File: src/rtl/rft_pkg.sv
package rft_pkg;

   typedef enum logic [2:0] {
      EV_NONE,
      EV_START,
      EV_Q1,
      EV_HALF,
      EV_Q3,
      EV_END
   } rft_event_e;

   typedef enum logic [1:0] {
      ST_IDLE,
      ST_DIV,
      ST_SEARCH
   } rft_state_e;

endpackage

File: src/rtl/rft_divider.sv
// Restoring divider: produces one quotient bit per cycle, W cycles per operation.
module rft_divider #(
   parameter int W = 16
) (
   input  logic         clk,
   input  logic         rst_n,
   input  logic         go,
   input  logic [W-1:0] dividend,
   input  logic [W-1:0] divisor,
   output logic         done,
   output logic [W-1:0] quo,
   output logic [W-1:0] rem
);
   localparam int CW = $clog2(W + 1);

   if (W < 2) begin : g_bad_w
      $error("rft_divider: W must be at least 2");
   end

   logic [W-1:0] rem_r, quo_r, dvs_r;
   logic [CW-1:0] cnt;
   logic          run;
   logic [W:0]    shifted;
   logic          fits;

   always_comb begin
      shifted = {rem_r, quo_r[W-1]};
      fits    = (shifted >= {1'b0, dvs_r});
   end

   always_ff @(posedge clk or negedge rst_n) begin
      if (!rst_n) begin
         rem_r <= '0;
         quo_r <= '0;
         dvs_r <= '0;
         cnt   <= '0;
         run   <= 1'b0;
         done  <= 1'b0;
      end else begin
         done <= 1'b0;
         if (go) begin
            rem_r <= '0;
            quo_r <= dividend;
            dvs_r <= divisor;
            cnt   <= CW'(W);
            run   <= 1'b1;
         end else if (run) begin
            if (fits) begin
               rem_r <= W'(shifted - {1'b0, dvs_r});
               quo_r <= {quo_r[W-2:0], 1'b1};
            end else begin
               rem_r <= shifted[W-1:0];
               quo_r <= {quo_r[W-2:0], 1'b0};
            end
            cnt <= cnt - CW'(1);
            if (cnt == CW'(1)) begin
               run  <= 1'b0;
               done <= 1'b1;
            end
         end
      end
   end

   assign quo = quo_r;
   assign rem = rem_r;

   // Remainder must always be less than the divisor (supports R4/R5 step values)
   p_rem_below_divisor_r4: assert property (@(posedge clk) disable iff (!rst_n)
      done |-> (rem_r < dvs_r));

endmodule

File: src/rtl/rft_period_finder.sv
// Finds the smallest i with (i * step) mod ring == 0 by accumulating the step.
module rft_period_finder #(
   parameter int OW       = 16,
   parameter int LOOP_MAX = 65536,
   parameter int LCW      = $clog2(LOOP_MAX + 1)
) (
   input  logic           clk,
   input  logic           rst_n,
   input  logic           go,
   input  logic [OW-1:0]  step,
   input  logic [OW-1:0]  ring,
   output logic           done,
   output logic [LCW-1:0] period
);
   if (LOOP_MAX < 2) begin : g_bad_loop
      $error("rft_period_finder: LOOP_MAX must be at least 2");
   end

   logic [OW-1:0]  acc;
   logic [LCW-1:0] idx;
   logic           run;
   logic [OW:0]    sum;

   always_comb begin
      sum = {1'b0, acc} + {1'b0, step};
      if (sum >= {1'b0, ring}) sum = sum - {1'b0, ring};
   end

   always_ff @(posedge clk or negedge rst_n) begin
      if (!rst_n) begin
         acc    <= '0;
         idx    <= '0;
         run    <= 1'b0;
         done   <= 1'b0;
         period <= '0;
      end else begin
         done <= 1'b0;
         if (go) begin
            acc <= step;
            idx <= LCW'(1);
            run <= 1'b1;
         end else if (run) begin
            if (acc == '0) begin
               period <= idx;
               done   <= 1'b1;
               run    <= 1'b0;
            end else if (idx == LCW'(LOOP_MAX - 1)) begin
               period <= LCW'(LOOP_MAX);
               done   <= 1'b1;
               run    <= 1'b0;
            end else begin
               acc <= sum[OW-1:0];
               idx <= idx + LCW'(1);
            end
         end
      end
   end

   p_period_range_r4: assert property (@(posedge clk) disable iff (!rst_n)
      done |-> (period != '0) && (period <= LCW'(LOOP_MAX)));

endmodule

File: src/rtl/rft_line_marks.sv
// Maps a progress event to its line count, rounded up to a multiple of 32.
module rft_line_marks
   import rft_pkg::*;
#(
   parameter int OW = 16
) (
   input  logic [OW-1:0] max_lines,
   input  rft_event_e    ev,
   output logic [OW:0]   lines
);
   localparam int LW = OW + 1;

   if (OW < 6) begin : g_bad_ow
      $error("rft_line_marks: OW must be at least 6");
   end

   logic [LW-1:0] raw;
   logic [LW-1:0] quarter;

   always_comb begin
      quarter = LW'(max_lines >> 2);
      case (ev)
         EV_Q1:   raw = quarter;
         EV_HALF: raw = LW'(max_lines >> 1);
         EV_Q3:   raw = quarter * LW'(3);
         EV_END:  raw = LW'(max_lines);
         default: raw = '0;
      endcase
      lines = (raw + LW'(31)) & ~LW'(31);
   end

endmodule

File: src/rtl/ring_frame_tracker.sv
module ring_frame_tracker
   import rft_pkg::*;
#(
   parameter int AW       = 32,
   parameter int OW       = 16,
   parameter int LOOP_MAX = 65536
) (
   input  logic          clk,
   input  logic          rst_n,
   input  logic          cfg_load,
   input  logic [AW-1:0] cfg_base,
   input  logic [OW-1:0] cfg_y_bot,
   input  logic [OW-1:0] cfg_y_top,
   input  logic [OW-1:0] cfg_y_line_stride,
   input  logic [OW-1:0] cfg_y_frame_stride,
   input  logic [OW-1:0] cfg_c_bot,
   input  logic [OW-1:0] cfg_c_top,
   input  logic [OW-1:0] cfg_c_frame_stride,
   input  logic          ev_frame_start,
   input  logic          ev_quarter,
   input  logic          ev_half,
   input  logic          ev_three_quarter,
   input  logic          ev_frame_end,
   output logic          busy,
   output logic          cfg_err,
   output logic [AW-1:0] next_y_addr,
   output logic [AW-1:0] next_c_addr,
   output logic [7:0]    frame_id,
   output logic [OW:0]   line_count,
   output logic          overflow
);
   localparam int LW  = OW + 1;
   localparam int LCW = $clog2(LOOP_MAX + 1);

   if (AW < OW + 1) begin : g_bad_aw
      $error("ring_frame_tracker: AW must exceed OW");
   end
   if (OW < 6) begin : g_bad_ow
      $error("ring_frame_tracker: OW must be at least 6");
   end

   rft_state_e     state;
   logic [1:0]     op;
   logic           div_go, srch_go, cfg_valid, err_r;
   logic [AW-1:0]  r_base;
   logic [OW-1:0]  r_ybot, r_cbot, r_yring, r_cring;
   logic [OW-1:0]  r_ylstd, r_yfstd, r_cfstd;
   logic [OW-1:0]  r_maxl, r_wrap, r_ystep, r_cstep;
   logic [LCW-1:0] r_loop, n_idx;
   logic [OW-1:0]  y_off, c_off;
   logic [AW-1:0]  y_addr_r, c_addr_r;
   logic [7:0]     id_r;
   logic [LW-1:0]  lines_r;

   // ---------------- configuration check ----------------
   logic cfg_bad;
   assign cfg_bad = (cfg_y_top <= cfg_y_bot) || (cfg_c_top <= cfg_c_bot) ||
                    (cfg_y_line_stride == '0) || (cfg_y_frame_stride == '0) ||
                    (cfg_c_frame_stride == '0);

   // ---------------- event decode ----------------
   rft_event_e ev_code;
   logic       ev_acc;
   always_comb begin
      if (ev_frame_end)          ev_code = EV_END;
      else if (ev_three_quarter) ev_code = EV_Q3;
      else if (ev_half)          ev_code = EV_HALF;
      else if (ev_quarter)       ev_code = EV_Q1;
      else if (ev_frame_start)   ev_code = EV_START;
      else                       ev_code = EV_NONE;
   end
   assign ev_acc = (state == ST_IDLE) && cfg_valid && (ev_code != EV_NONE) && !cfg_load;

   // ---------------- shared divider ----------------
   logic [OW-1:0] div_dd, div_dv, div_q, div_r;
   logic          div_done;
   always_comb begin
      case (op)
         2'd0:    begin div_dd = r_yfstd; div_dv = r_ylstd; end
         2'd1:    begin div_dd = r_yring; div_dv = r_ylstd; end
         2'd2:    begin div_dd = r_yfstd; div_dv = r_yring; end
         default: begin div_dd = r_cfstd; div_dv = r_cring; end
      endcase
   end

   rft_divider #(.W(OW)) u_div (
      .clk      (clk),
      .rst_n    (rst_n),
      .go       (div_go),
      .dividend (div_dd),
      .divisor  (div_dv),
      .done     (div_done),
      .quo      (div_q),
      .rem      (div_r)
   );

   // ---------------- loop period search ----------------
   logic           srch_done;
   logic [LCW-1:0] srch_period;
   rft_period_finder #(.OW(OW), .LOOP_MAX(LOOP_MAX), .LCW(LCW)) u_find (
      .clk    (clk),
      .rst_n  (rst_n),
      .go     (srch_go),
      .step   (r_ystep),
      .ring   (r_yring),
      .done   (srch_done),
      .period (srch_period)
   );

   // ---------------- line marks ----------------
   logic [LW-1:0] mark_lines;
   rft_line_marks #(.OW(OW)) u_marks (
      .max_lines (r_maxl),
      .ev        (ev_code),
      .lines     (mark_lines)
   );

   // ---------------- offset advance ----------------
   logic [OW:0]    y_sum, c_sum;
   logic [LCW-1:0] n_inc;
   logic           idx_wrap;
   always_comb begin
      y_sum = {1'b0, y_off} + {1'b0, r_ystep};
      if (y_sum >= {1'b0, r_yring}) y_sum = y_sum - {1'b0, r_yring};
      c_sum = {1'b0, c_off} + {1'b0, r_cstep};
      if (c_sum >= {1'b0, r_cring}) c_sum = c_sum - {1'b0, r_cring};
      n_inc    = n_idx + LCW'(1);
      idx_wrap = (n_inc == r_loop);
   end

   logic          one_loop;
   logic [OW-1:0] y_first, c_first;
   assign one_loop = (srch_period == LCW'(1));
   assign y_first  = one_loop ? '0 : r_ystep;
   assign c_first  = one_loop ? '0 : r_cstep;

   // ---------------- control ----------------
   always_ff @(posedge clk or negedge rst_n) begin
      if (!rst_n) begin
         state     <= ST_IDLE;
         op        <= '0;
         div_go    <= 1'b0;
         srch_go   <= 1'b0;
         cfg_valid <= 1'b0;
         err_r     <= 1'b0;
         r_base    <= '0;
         r_ybot    <= '0;
         r_cbot    <= '0;
         r_yring   <= '0;
         r_cring   <= '0;
         r_ylstd   <= '0;
         r_yfstd   <= '0;
         r_cfstd   <= '0;
         r_maxl    <= '0;
         r_wrap    <= '0;
         r_ystep   <= '0;
         r_cstep   <= '0;
         r_loop    <= '0;
         n_idx     <= '0;
         y_off     <= '0;
         c_off     <= '0;
         y_addr_r  <= '0;
         c_addr_r  <= '0;
         id_r      <= '0;
         lines_r   <= '0;
      end else begin
         div_go  <= 1'b0;
         srch_go <= 1'b0;
         case (state)
            ST_IDLE: begin
               if (cfg_load) begin
                  if (cfg_bad) begin
                     err_r <= 1'b1;
                  end else begin
                     err_r     <= 1'b0;
                     cfg_valid <= 1'b0;
                     r_base    <= cfg_base;
                     r_ybot    <= cfg_y_bot;
                     r_cbot    <= cfg_c_bot;
                     r_yring   <= cfg_y_top - cfg_y_bot;
                     r_cring   <= cfg_c_top - cfg_c_bot;
                     r_ylstd   <= cfg_y_line_stride;
                     r_yfstd   <= cfg_y_frame_stride;
                     r_cfstd   <= cfg_c_frame_stride;
                     op        <= 2'd0;
                     div_go    <= 1'b1;
                     state     <= ST_DIV;
                  end
               end else if (ev_acc) begin
                  lines_r <= mark_lines;
                  if (ev_code == EV_END) begin
                     id_r     <= id_r + 8'd1;
                     y_addr_r <= r_base + AW'(r_ybot) + AW'(y_off);
                     c_addr_r <= r_base + AW'(r_cbot) + AW'(c_off);
                     if (idx_wrap) begin
                        n_idx <= '0;
                        y_off <= '0;
                        c_off <= '0;
                     end else begin
                        n_idx <= n_inc;
                        y_off <= y_sum[OW-1:0];
                        c_off <= c_sum[OW-1:0];
                     end
                  end
               end
            end
            ST_DIV: begin
               if (div_done) begin
                  case (op)
                     2'd0:    r_maxl  <= div_q;
                     2'd1:    r_wrap  <= div_q;
                     2'd2:    r_ystep <= div_r;
                     default: r_cstep <= div_r;
                  endcase
                  if (op == 2'd3) begin
                     srch_go <= 1'b1;
                     state   <= ST_SEARCH;
                  end else begin
                     op     <= op + 2'd1;
                     div_go <= 1'b1;
                  end
               end
            end
            ST_SEARCH: begin
               if (srch_done) begin
                  r_loop    <= srch_period;
                  n_idx     <= one_loop ? '0 : LCW'(1);
                  y_off     <= y_first;
                  c_off     <= c_first;
                  y_addr_r  <= r_base + AW'(r_ybot) + AW'(y_first);
                  c_addr_r  <= r_base + AW'(r_cbot) + AW'(c_first);
                  id_r      <= '0;
                  lines_r   <= '0;
                  cfg_valid <= 1'b1;
                  state     <= ST_IDLE;
               end
            end
            default: state <= ST_IDLE;
         endcase
      end
   end

   assign busy        = (state != ST_IDLE);
   assign cfg_err     = err_r;
   assign next_y_addr = y_addr_r;
   assign next_c_addr = c_addr_r;
   assign frame_id    = id_r;
   assign line_count  = lines_r;
   assign overflow    = cfg_valid && (lines_r >= LW'(r_wrap));

   // ---------------- assertions ----------------
   // Input assumption: one progress pulse at a time
   p_single_event_r6: assert property (@(posedge clk) disable iff (!rst_n)
      $onehot0({ev_frame_start, ev_quarter, ev_half, ev_three_quarter, ev_frame_end}));

   p_err_not_busy_r2: assert property (@(posedge clk) disable iff (!rst_n)
      cfg_err |-> !busy);

   p_ready_clean_r3: assert property (@(posedge clk) disable iff (!rst_n)
      $fell(busy) |-> (frame_id == 8'd0) && (line_count == '0));

   p_y_in_ring_r3: assert property (@(posedge clk) disable iff (!rst_n)
      cfg_valid |-> (next_y_addr >= r_base + AW'(r_ybot)) &&
                    (next_y_addr <  r_base + AW'(r_ybot) + AW'(r_yring)));

   p_c_in_ring_r9: assert property (@(posedge clk) disable iff (!rst_n)
      cfg_valid |-> (next_c_addr >= r_base + AW'(r_cbot)) &&
                    (next_c_addr <  r_base + AW'(r_cbot) + AW'(r_cring)));

   p_id_step_r5: assert property (@(posedge clk) disable iff (!rst_n)
      (ev_acc && ev_code == EV_END) |=> (frame_id == $past(frame_id) + 8'd1));

   p_line_aligned_r6: assert property (@(posedge clk) disable iff (!rst_n)
      line_count[4:0] == 5'd0);

   p_busy_holds_id_r8: assert property (@(posedge clk) disable iff (!rst_n)
      (busy && $past(busy) && !$fell(busy)) |-> $stable(frame_id));

endmodule

File: config.mk
export PLATFORM = sky130hd
export DESIGN_NAME = ring_frame_tracker
export DESIGN_NICKNAME = d
export VERILOG_FILES = /design/src/rtl/rft_pkg.sv /design/src/rtl/rft_divider.sv /design/src/rtl/rft_period_finder.sv /design/src/rtl/rft_line_marks.sv /design/src/rtl/ring_frame_tracker.sv
export SDC_FILE = /design/constraint.sdc
export NUM_CORES = 1
export LEC_CHECK = 0
export BUFFER_PORTS_ARGS = -buffer_cell sky130_fd_sc_hd__buf_2
export CAP_MARGIN = 5
export CELL_PAD_IN_SITES_DETAIL_PLACEMENT = 0
export CELL_PAD_IN_SITES_GLOBAL_PLACEMENT = 2
export CORE_MARGIN = 3
export CORE_UTILIZATION = 35
export CTS_CLUSTER_DIAMETER = 80
export CTS_CLUSTER_SIZE = 14
export DETAILED_ROUTE_END_ITERATION = 16
export PLACE_DENSITY = 0.86
export SLEW_MARGIN = 20
export SYNTH_ARGS = -nofsm -noshare
export SYNTH_HDL_FRONTEND = slang
export SYNTH_SLANG_ARGS = --single-unit
File: constraint.sdc
create_clock -name clk -period 5.1 [get_ports clk]
set_clock_uncertainty 0.2 [all_clocks]
set_input_delay 0.255 -clock clk [delete_from_list [all_inputs] [get_ports clk]]
set_output_delay 0.255 -clock clk [all_outputs]
set_load 0.02 [all_outputs]
==> impl_results.md <==
* Quantity of I/O buffers inserted on ports at 238
* Total count of hold-check failures in the final report at 0
* Synth area leaders: sky130_fd_sc_hd__dfrtp_1 36%, sky130_fd_sc_hd__ha_1 9.3%, sky130_fd_sc_hd__mux2_2 5.2%
* Initial antenna violation count at 6
* TritonCTS clock tree: built
* Proportion of layout cells with a drive suffix above 1 at 16.0%
* Post-layout util at 42.1%
* Count of filler cells inserted in the layout at 9225
* Via count of the first global-routing pass at 27600
* Buffer depth of the longest clock path at 3
* Internal Power at 0.0157 W
* Clock root buffer master: sky130_fd_sc_hd__clkbuf_16
* Net switching power figure at 0.0149 W
* Clk pwr share at 11.1%
* Overall fraction of global-route tracks in use at 21.3%
* Crit path max fanout at 19
* Drt first-iter violations at 2103
* Final global-route overflow total at 0
* Proportion of synthesized chip area in sequential cells at 36.0%
* Cell types with the highest counts after synthesis: 473 x sky130_fd_sc_hd__dfrtp_1, 372 x sky130_fd_sc_hd__nand2_1, 272 x sky130_fd_sc_hd__o21ai_0
* Combinational share of power at 67.1%
* I/O Pins at 244
* Final cell area excluding filler cells at 0.0390 sq mm
* Final Critical Period at 4.84 ns
* Detailed-route vias per instance at 5.36
* Area of placed instances at 0.0360 sq mm
* Total Die Area at 0.0978 sq mm
* Period utilisation layout at 94.8%
* DIE WIDTH at 313 um
* Class of the most critical setup path: reg -> reg
* Cell area power density at 786 mW/mm^2
* Total number of clock tree sinks at 473
* Mean Syn Cell Area at 8.98 sq um
* Effective utilization at floorplan at 35.6%
* Post-synth EDFFs at 0
* Sequential share of power at 21.8%
* Routed length per placed instance at 20.1 um
* Setup repair after global routing missed its margin: true
* Count of final setup violators at 0
* Cell count after synthesis at 3668
* Std-Cell Rows at 111
* Achievable Freq at 207 MHz
* Status: completed
* Dominant cell by count in the synthesized netlist: sky130_fd_sc_hd__dfrtp_1
* Relative area change from synthesis to final layout at 18.4%
* Most frequently used flop master after synthesis: sky130_fd_sc_hd__dfrtp_1
* Detailed-placement wirelength estimate at 82100 um
* Fin Setup TNS at 0 ns
* Overall routed net length at 107000 um
* Global-route wire length before repair at 165000 um
* Count of pins over their slew limit at 0
* Max cap viols at 0
* Cell taking the most area after synthesis: sky130_fd_sc_hd__dfrtp_1
* Worst path required time at 5.40 ns
* Worst IR Drop VDD at 0.465 mV
* Critical Path Start Type: register
* CTS buffer count at 45
* Final Total Pwr at 0.0306 W
* Count of antenna-violating nets left after detailed routing at 0
* Final net count at 4448
* Core Area at 0.0925 sq mm
* Share of flip-flops with an asynchronous set or reset after synthesis at 100%
* Depth of the CTS H-tree at 2
* Source-to-sink clock delay at the later pin of the worst-skew pair at 0.62 ns
* Clock transition at the registers of the reported paths at 0.07 ns
* Max_slew headroom at 37.9%
* Synth top area share at 36.0%
* Number of vias in the routed layout at 28500
* Class of the tightest hold or removal check: in -> reg
* Vertical die dimension at 313 um
* Switching portion of total power at 48.6%
* Post-route DRC violation count at 0
* Critical path endpoint category: register
* Arrival time of the worst setup path at 5.13 ns
* Pin count of the biggest net entering global routing at 125
* Number of distinct library cell variants in the gate-level netlist after synthesis at 83
* Standby leakage power at 18.0 nW
* Syn. warnings at 0
* Routability cong. at 0.921
* First-pass detailed-route iteration total at 5
* Flip-flop and latch count after synthesis at 473
* Slew at the pin closest to its max-slew limit at 0.922 ns
* Cell Area, Synth at 0.0329 sq mm
-- worst max-delay path: stages, from the launching register on --
cell	delay, ns
sky130_fd_sc_hd__dfrtp_1	0.39
sky130_fd_sc_hd__ha_1	0.19
sky130_fd_sc_hd__inv_1	0.06
sky130_fd_sc_hd__fa_1	0.42
sky130_fd_sc_hd__nor2b_1	0.13
sky130_fd_sc_hd__o21ai_0	0.16
sky130_fd_sc_hd__a211oi_2	0.28
sky130_fd_sc_hd__nor3_1	0.10
sky130_fd_sc_hd__nor2_1	0.19
sky130_fd_sc_hd__xor2_1	0.22
sky130_fd_sc_hd__ha_1	0.31
sky130_fd_sc_hd__a21o_1	0.21
sky130_fd_sc_hd__a21o_1	0.20
sky130_fd_sc_hd__a211oi_1	0.34
sky130_fd_sc_hd__o211ai_1	0.15
sky130_fd_sc_hd__a31oi_1	0.26
sky130_fd_sc_hd__nand2b_1	0.16
sky130_fd_sc_hd__o311ai_2	0.13
sky130_fd_sc_hd__buf_12	0.20
sky130_fd_sc_hd__o21ai_0	0.26
sky130_fd_sc_hd__o221ai_1	0.14
-- power by group through the flow --
stage	Sequential, W	Clock (W)	Combinational [W]
after global placement	0.00671	0	0.0197
after CTS	0.00667	0.00349	0.0200
after floorplan	0.00632	0	0.0139
final	0.00668	0.00338	0.0206
after detailed placement	0.00674	0	0.0198
after global routing	0.00685	0.00362	0.0226
-- placed cells by master (no fill, tap or decap), types with 20 or more instances in the layout --
cell type / count
sky130_fd_sc_hd__dfrtp_1: 471
sky130_fd_sc_hd__nand2_1: 371
sky130_fd_sc_hd__o21ai_0: 268
sky130_fd_sc_hd__nor2_1: 257
sky130_fd_sc_hd__ha_1: 243
sky130_fd_sc_hd__buf_2: 237
sky130_fd_sc_hd__a21oi_1: 229
sky130_fd_sc_hd__inv_1: 193
sky130_fd_sc_hd__xnor2_1: 161
sky130_fd_sc_hd__mux2_2: 152
sky130_fd_sc_hd__dlygate4sd3_1: 132
sky130_fd_sc_hd__buf_4: 100
sky130_fd_sc_hd__xor2_1: 86
sky130_fd_sc_hd__nand3_1: 84
sky130_fd_sc_hd__nor3_1: 66
sky130_fd_sc_hd__mux2i_1: 66
sky130_fd_sc_hd__a21o_1: 57
sky130_fd_sc_hd__a22o_1: 47
sky130_fd_sc_hd__nor2b_1: 46
sky130_fd_sc_hd__clkbuf_16: 45
sky130_fd_sc_hd__a211oi_1: 44
sky130_fd_sc_hd__and3_1: 39
sky130_fd_sc_hd__nand4_1: 39
sky130_fd_sc_hd__nor4_1: 39
sky130_fd_sc_hd__o21a_1: 36
sky130_fd_sc_hd__or3_1: 34
sky130_fd_sc_hd__o31ai_1: 33
sky130_fd_sc_hd__nand2b_1: 32
sky130_fd_sc_hd__o22ai_1: 27
sky130_fd_sc_hd__and2_1: 24
sky130_fd_sc_hd__a31oi_1: 24
sky130_fd_sc_hd__o211ai_1: 23
sky130_fd_sc_hd__a221oi_1: 23
sky130_fd_sc_hd__a211o_1: 22
sky130_fd_sc_hd__a22oi_1: 21
sky130_fd_sc_hd__o21bai_1: 20
-- per-stage QoR --
stage	instances	worst slack, ns	hold slack [ns]
2_1_floorplan	3672	0.269	-0.241
3_3_place_gp	5095	-0.128	0.0894
3_5_place_dp	5095	-0.213	0.0843
4_1_cts	5297	0.0509	0.00133
5_1_grt	5305	-0.00474	0.0268
6_report	5309	0.265	0.0115
-- kinds of logic after synthesis --
| kind of cell | Yosys count | synth area share [%] |
|---|---|---|
| simple gates | 1113 | 16.2 |
| compound gates | 1002 | 19.7 |
| flops | 473 | 36.0 |
| buf+inv | 356 | 4.16 |
| fa+ha+maj | 258 | 10.1 |
| xor+xnor | 247 | 6.57 |
| mux | 218 | 7.21 |
| other cells | 1 | 0.0114 |
-- registers in the layout, summed over array words and instances (netlist names), 17 cells and up --
register	cells
next_c_addr	32
next_y_addr	32
r_base	32
n_idx	17
r_loop	17
u_find.idx	17
u_find.period	17
-- area by class of cell --
type | instances | area (sq um) | area share, %
clock buffers | 54 | 1200 | 3.08
well taps | 1243 | 1560 | 3.99
multi-input cells | 2843 | 20000 | 51.2
flip-flops and latches | 473 | 11800 | 30.4
inverters | 193 | 724 | 1.86
diodes | 5 | 12.5 | 0.0321
repair buffers | 482 | 3500 | 8.99
clock inverters | 16 | 186 | 0.478
-- layer usage --
metal	GRT usage, %	vias up	share of wire [%]
li1	-	14000	-
met1	29.7	13700	47
met2	34.2	619	45
met3	3.20	138	4.7
met4	6.30	2	3.1
met5	0	-	0.012
-- path summary, 6_finish.rpt --
check / start / to / slack, ns / cells after the start
max: c_off[0]$_DFFE_PN0P_ / c_off[1]$_DFFE_PN0P_ / 0.26 / 20
min in group asynchronous: rst_n / frame_id[7]$_DFFE_PN0P_ / 0.02 / 2
min reg2reg: next_y_addr[0]$_DFFE_PN0P_ / next_y_addr[0]$_DFFE_PN0P_ / 0.26 / 2
max in group asynchronous: rst_n / r_ylstd[12]$_DFFE_PN0P_ / 3.40 / 3
max reg2reg: c_off[0]$_DFFE_PN0P_ / c_off[1]$_DFFE_PN0P_ / 0.26 / 20
min: cfg_y_top[8] / r_yring[8]$_DFFE_PN0P_ / 0.01 / 4
-- timing repair --
item / CTS / global route
setup endpoints to repair: 17 / 55
setup buffers: 0 / 7
hold endpoints to repair: 298 / 0
pin swaps: 0 / 8
hold buffers: 132 / 0
gates resized for setup: 4 / 29
(Power assumes the default switching activity.)
